===== src/rtl/mcmp_pkg.sv =====
package mcmp_pkg;

   // Three-way verdict carried between slices
   typedef struct packed {
      logic gt;
      logic eq;
      logic lt;
   } mcmp_rel_t;

   // How a slice finds the first unequal bit pair
   typedef enum logic [0:0] {
      SCAN_PRIORITY = 1'b0,
      SCAN_SUBTRACT = 1'b1
   } mcmp_scan_e;

   // Merge a local decision with the verdict from below
   function automatic mcmp_rel_t mcmp_merge(input logic loc_hi,
                                            input logic loc_lo,
                                            input mcmp_rel_t below);
      mcmp_rel_t r;
      if (loc_hi) begin
         r = '{gt: 1'b1, eq: 1'b0, lt: 1'b0};
      end else if (loc_lo) begin
         r = '{gt: 1'b0, eq: 1'b0, lt: 1'b1};
      end else if (below.eq) begin
         r = '{gt: 1'b0, eq: 1'b1, lt: 1'b0};
      end else begin
         r = '{gt: below.gt, eq: 1'b0, lt: below.lt};
      end
      return r;
   endfunction

endpackage


===== src/rtl/mcmp_pair_scan.sv =====
module mcmp_pair_scan
   import mcmp_pkg::*;
#(
   parameter int         NIB_W = 4,
   parameter mcmp_scan_e SCAN  = SCAN_PRIORITY
) (
   input  logic [NIB_W-1:0] a_nib,
   input  logic [NIB_W-1:0] b_nib,
   output logic             hi_o,
   output logic             lo_o
);

   localparam int DIFF_W = NIB_W + 1;

   generate
      if (NIB_W < 1) begin : g_bad_w
         $error("mcmp_pair_scan: NIB_W must be at least 1");
      end

      if (SCAN == SCAN_PRIORITY) begin : g_priority
         logic [NIB_W-1:0] pair_ne;
         logic             decided;

         for (genvar i = 0; i < NIB_W; i++) begin : g_pair
            assign pair_ne[i] = a_nib[i] ^ b_nib[i];
         end

         always_comb begin
            hi_o    = 1'b0;
            lo_o    = 1'b0;
            decided = 1'b0;
            for (int i = NIB_W - 1; i >= 0; i--) begin
               if (!decided && pair_ne[i]) begin
                  decided = 1'b1;
                  hi_o    = a_nib[i];
                  lo_o    = b_nib[i];
               end
            end
         end
      end else begin : g_subtract
         logic [DIFF_W-1:0] diff;
         assign diff = {1'b0, a_nib} - {1'b0, b_nib};
         assign lo_o = diff[DIFF_W-1];
         assign hi_o = ~diff[DIFF_W-1] & (|diff[NIB_W-1:0]);
      end
   endgenerate

endmodule


===== src/rtl/mcmp_slice.sv =====
module mcmp_slice
   import mcmp_pkg::*;
#(
   parameter int         NIB_W = 4,
   parameter mcmp_scan_e SCAN  = SCAN_PRIORITY
) (
   input  logic [NIB_W-1:0] a_nib,
   input  logic [NIB_W-1:0] b_nib,
   input  mcmp_rel_t        rel_in,
   output mcmp_rel_t        rel_out
);

   logic loc_hi;
   logic loc_lo;

   mcmp_pair_scan #(
      .NIB_W (NIB_W),
      .SCAN  (SCAN)
   ) u_scan (
      .a_nib (a_nib),
      .b_nib (b_nib),
      .hi_o  (loc_hi),
      .lo_o  (loc_lo)
   );

   always_comb begin
      rel_out = mcmp_merge(loc_hi, loc_lo, rel_in);
   end

endmodule


===== src/rtl/mcmp_ripple.sv =====
module mcmp_ripple
   import mcmp_pkg::*;
#(
   parameter int         WIDTH = 16,
   parameter int         NIB_W = 4,
   parameter mcmp_scan_e SCAN  = SCAN_PRIORITY
) (
   input  logic [WIDTH-1:0] a_i,
   input  logic [WIDTH-1:0] b_i,
   input  logic             casc_gt_i,
   input  logic             casc_eq_i,
   input  logic             casc_lt_i,
   output logic             gt_o,
   output logic             eq_o,
   output logic             lt_o
);

   localparam int N_SLICE = (NIB_W > 0) ? (WIDTH / NIB_W) : 1;

   generate
      if (NIB_W < 1 || WIDTH < NIB_W || (WIDTH % NIB_W) != 0) begin : g_bad_width
         $error("mcmp_ripple: WIDTH must be a positive multiple of NIB_W");
      end
   endgenerate

   mcmp_rel_t link [N_SLICE+1];

   assign link[0] = '{gt: casc_gt_i, eq: casc_eq_i, lt: casc_lt_i};

   generate
      for (genvar k = 0; k < N_SLICE; k++) begin : g_slice
         mcmp_slice #(
            .NIB_W (NIB_W),
            .SCAN  (SCAN)
         ) u_slice (
            .a_nib   (a_i[k*NIB_W +: NIB_W]),
            .b_nib   (b_i[k*NIB_W +: NIB_W]),
            .rel_in  (link[k]),
            .rel_out (link[k+1])
         );
      end
   endgenerate

   assign gt_o = link[N_SLICE].gt;
   assign eq_o = link[N_SLICE].eq;
   assign lt_o = link[N_SLICE].lt;

endmodule


===== config.mk =====
export PLATFORM = sky130hd
export DESIGN_NAME = mcmp_ripple
export DESIGN_NICKNAME = d
export VERILOG_FILES = /design/src/rtl/mcmp_pkg.sv /design/src/rtl/mcmp_pair_scan.sv /design/src/rtl/mcmp_slice.sv /design/src/rtl/mcmp_ripple.sv
export SDC_FILE = /design/constraint.sdc
export NUM_CORES = 1
export LEC_CHECK = 0
export ABC_AREA = 0
export BUFFER_PORTS_ARGS = -buffer_cell sky130_fd_sc_hd__buf_4
export CAP_MARGIN = 10
export CORE_AREA = 4 4 47 53
export DETAILED_ROUTE_END_ITERATION = 16
export DIE_AREA = 0 0 51 57
export PLACE_DENSITY = 0.87
export SLEW_MARGIN = 25
export SYNTH_ARGS = -nofsm -noshare
export SYNTH_HDL_FRONTEND = slang
export SYNTH_SLANG_ARGS = --single-unit
export TNS_END_PERCENT = 1

===== constraint.sdc =====
create_clock -name vclk -period 2.1
set_input_delay 0.21 -clock vclk [all_inputs]
set_output_delay 0.21 -clock vclk [all_outputs]
set_load 0.05 [all_outputs]

# [Word-level counts from Yosys, hierarchy flattened]
# Cells that the tools add are included.
[op_classes] muxes=56 bitwise_logic=16 reduce_logical=24
[op_table] op="$mux 1" count=44
[op_table] op="$mux 3" count=12
[op_table] op="$xor 1x1->1" count=16
[op_table] op="$logic_and 1x1->1" count=12
[op_table] op="$logic_not 1->1" count=12
[word_totals] reg_bits=0 inputBits=35 out_inout_bits=3 elab_cells=96

# [Depth between registers and ports, before layout]
[logic_depth] ltp_word=22 depth_mapped=8 ltp_nobuf=8

# [By module]
# A second synthesis with hierarchy kept.
[hier_totals] hier_cells=136 hier_area_um2=865.8
[modules_own_cells] mod="mcmp_pair_scan" instances=4 cells_each=28 area_per_inst_um2=178.9 seq_area_each_um2=0.0
[modules_own_cells] mod="mcmp_slice" instances=4 cells_each=6 area_per_inst_um2=37.5 seq_area_each_um2=0.0

# [Worst setup path before layout]
# No wires, ideal clock.
[synth_path] path_kind="input to output" startpoint="in a_i[7]" endpoint="out eq_o" arrival_ns=2.369 required_time_ns=1.890 path_slack_ns=-0.479 path_stages=8 path_buffers=0 path_cell_list="inv_1 > ha_1 > and4bb_1 > a311oi_2 > nand3_2 > o21ai_2 > nand4_1 > nor4b_2"
[synth_between] elab_chain_cells=19 word_cells_on_any_way=26 classes_between="mux: 19; bitwise: 1; reduce/logical: 6"
[synth_rtl] item="start: declaration" line="mcmp_ripple.sv:8" text="input logic [WIDTH-1:0] a_i,"
[synth_rtl] item="$xor 1x1->1" line="mcmp_pair_scan.sv:25" text="assign pair_ne[i] = a_nib[i] ^ b_nib[i];"
[synth_rtl] item="$mux 1" line="mcmp_pair_scan.sv:33" text="if (!decided && pair_ne[i]) begin"
[synth_rtl] item="$logic_not 1->1" line="mcmp_pair_scan.sv:33"
[synth_rtl] item="$logic_and 1x1->1" line="mcmp_pair_scan.sv:33"
[synth_rtl] item="$mux 1" line="mcmp_pair_scan.sv:33"
[synth_rtl] item="$logic_not 1->1" line="mcmp_pair_scan.sv:33"
[synth_rtl] item="$logic_and 1x1->1" line="mcmp_pair_scan.sv:33"
[synth_rtl] item="$mux 1" line="mcmp_pair_scan.sv:33"
[synth_rtl] item="[3 not listed]"
[synth_rtl] item="$mux 3" line="mcmp_pkg.sv:23" text="end else if (loc_lo) begin"
[synth_rtl] item="$mux 3 *" line="mcmp_pkg.sv:21" text="if (loc_hi) begin"
[synth_rtl] item="$mux 3 *" line="mcmp_pkg.sv:25" text="end else if (below.eq) begin"
[synth_rtl] item="$mux 3 *" line="mcmp_pkg.sv:23"
[synth_rtl] item="$mux 3 *" line="mcmp_pkg.sv:21"
[synth_rtl] item="$mux 3 *" line="mcmp_pkg.sv:25"
[synth_rtl] item="$mux 3 *" line="mcmp_pkg.sv:23"
[synth_rtl] item="$mux 3 *" line="mcmp_pkg.sv:21"
[synth_rtl] item="end: declaration" line="mcmp_ripple.sv:14" text="output logic eq_o,"
# Mark *: on every way between the ends. The rest lies on a longest branch, timed or not.

# [Final worst setup path]
# Same ends and word-level chain as after synthesis.

==> impl_metrics.toml <==
[outcome]
status = "finished, violations left"
violations = "negative setup slack"

[global_route]
grt_pass1_wl_microns = 4305
antenna_found_initial = 0
overflow = 0
grt_max_degree = 8
grt_pass1_vias = 1090
grtUsageTotal_pct = 18.02

[floorplanning]
initial_utilization_pct = 47.12
die_area_sq_mm = 0.002907
coreArea_sq_mm = 0.001978
pin_count = 38
die_h_microns = 57
row_count = 17
die_x_microns = 51

[timing]
worst_slew_pin_slew_ps = 396.2
max_clock_freq_mhz = 458.7
whs_ps = 846.2
period_share_pct = 103.8
slew_headroom_pct = 73.36
rsz0062_at_grt = "true"
min_period_ps = 2180
slew_violations = 0
setup_viol = 3
worst_slack_ps = -80.13
finalHoldViolations = 0

[worst_setup_path]
crit_fanout = 3
crit_family = "simple AND/OR/NAND/NOR gates"
crit_buf_inv = 3
worstSetupStartpoint = "a_i[7]"
crit_chain = "buf_8 > inv_4 > ha_4 > and4bb_1 > a311oi_2 > nand3_2 > o21ai_2 > nand4_1 > nor4b_4 > buf_6"
cp.arrival_ps = 1970
cpMaxStageDelayCell = "nor4b_4"
path_class = "input pin to output pin"
path_depth = 10
end_kind = "output pin"
crit_path_max_incr_delay_ps = 310
cp-endpoint = "eq_o"
worstSetupStartpointType = "input pin"
cp_data_required_time_ps = 1890

[synthesis]
synth_cells = 134
ys_types = 42
synth_area_leaders = "ha_1 (11%), inv_1 (8.1%), nand2b_1 (7.4%)"
synth_top_area_share_pct = 10.74
syn_area_per_cell_sq_um = 6.956
synth_top_area_cell = "ha_1"
netlist_area_sq_um = 932.1
ys_warn_count = 0
seq_area_frac_synth_pct = 0
synth_fp_nets = 177

[place]
post-dp-hpwl_microns = 2307
postPlaceCellArea_sq_mm = 0.001369
numPortBuffers = 38
routabilityCongestion = 0.7811

[routing]
drt_first_pass_iters = 4
viasPerCell = 5.481
route.detailed.drc = 0
via_count = 1140
drt_iter0_markers = 35
wl_microns = 2660
wl_per_cell_microns = 12.79
final_antenna_net_count = 0

[power]
p_seq_share_pct = 0
combPwrFrac_pct = 100.0
swShare_pct = 50.77
max-vdd-ir-drop_v = 0.0001844
power_density_mw_per_mm2 = 304.1
p_sw_uw = 217.8
pwr-share-clk_pct = 0
leakagePower_nw = 0.6334
p_int_uw = 211.3

[layout]
syn_to_final_growth_pct = 51.41
final_cell_mix = "buf_4 (38), inv_1 (18), nand2b_1 (11)"
final_nets = 225
clock_buffers = 0
antenna_cells = 0
seq_cells = 0
final-seq-area_sq_um = 0
stdcell_area_sq_mm = 0.001411
layout-drive-gt1-share_pct = 37.78
final_common_cell = "buf_4"

[hold_path]
hp-class = "input pin to output pin"

[flow_run]
maxCapViolCount = 0

[cts]
cts_hold_buf = 0
metal layers:
| layer | GRT usage [%] | share of wire (%) |
|---|---|---|
| met3 | 0.7833 | 5.3 |
| met5 | 0 | 0 |
| met1 | 18.40 | 36 |
| met2 | 40.15 | 58 |
| met4 | 0 | 0 |
synth_stat cells, drive strengths merged, types with 2 or more instances:
library cell	instances
a211oi	4
a21oi	4
a31oi	3
and2b	2
ha	8
inv	21
maj3	4
nand2	8
nand2b	11
nand3	4
nand3b	5
nor2	7
nor2b	6
nor3	2
nor4b	2
o211ai	3
o21ai	11
o221ai	2
o22ai	3
o32ai	2
xnor2	4
xor2	5
logic make-up after synthesis:
logic type | Yosys count | share of synthesized area [%]
simple gates | 54 | 36.38
compound gates | 38 | 31.41
buf+inv | 21 | 8.456
fa+ha+maj | 12 | 15.30
xor+xnor | 9 | 8.456
power groups by stage:
stage          Clock [mW]  Combinational [mW]  Sequential [mW]
2_1_floorplan           0               0.250                0
3_3_place_gp            0               0.393                0
3_5_place_dp            0               0.410                0
4_1_cts                 0               0.428                0
5_1_grt                 0               0.463                0
6_report                0               0.429                0
final cells by class:
type | count | area [sq um]
fillers | 169 | 566.8
inverters | 21 | 81.33
well taps | 28 | 35.03
repair buffers | 46 | 387.9
multi-input cells | 113 | 907.1
what timing repair did:
item,4_1_cts,5_1_grt
buffers inserted,1,0
endpoints found under the setup margin,3,3
pin swaps,12,5
gates resized for setup,11,1
cloned,0,0
worst min-delay path by stage:
stage,from,endpoint,slack [ps],cells after the start
after CTS,casc_eq_i,eq_o,850,4
after global routing,casc_eq_i,eq_o,860,4
after floorplan,casc_eq_i,eq_o,600,2
after global placement,casc_eq_i,eq_o,870,4
final,casc_eq_i,eq_o,850,4
after detailed placement,casc_eq_i,eq_o,880,4
per-stage QoR:
| stage | cells | utilization, % | setup WS, ps | total power [mW] | TNS (ps) |
|---|---|---|---|---|---|
| after global routing | 208 | 71.35 | -195.6 | 0.4634 | -475.9 |
| after floorplan | 134 | - | -131.9 | 0.2502 | -190.1 |
| after CTS | 208 | 71.22 | -95.24 | 0.4276 | -180.3 |
| after global placement | 207 | 69.20 | -110.1 | 0.3935 | -247.1 |
| final | 208 | 71.35 | -80.13 | 0.4291 | -119.7 |
| after detailed placement | 207 | 69.20 | -197.7 | 0.4097 | -422.6 |
No activity file was read; power rests on OpenSTA's default activity.
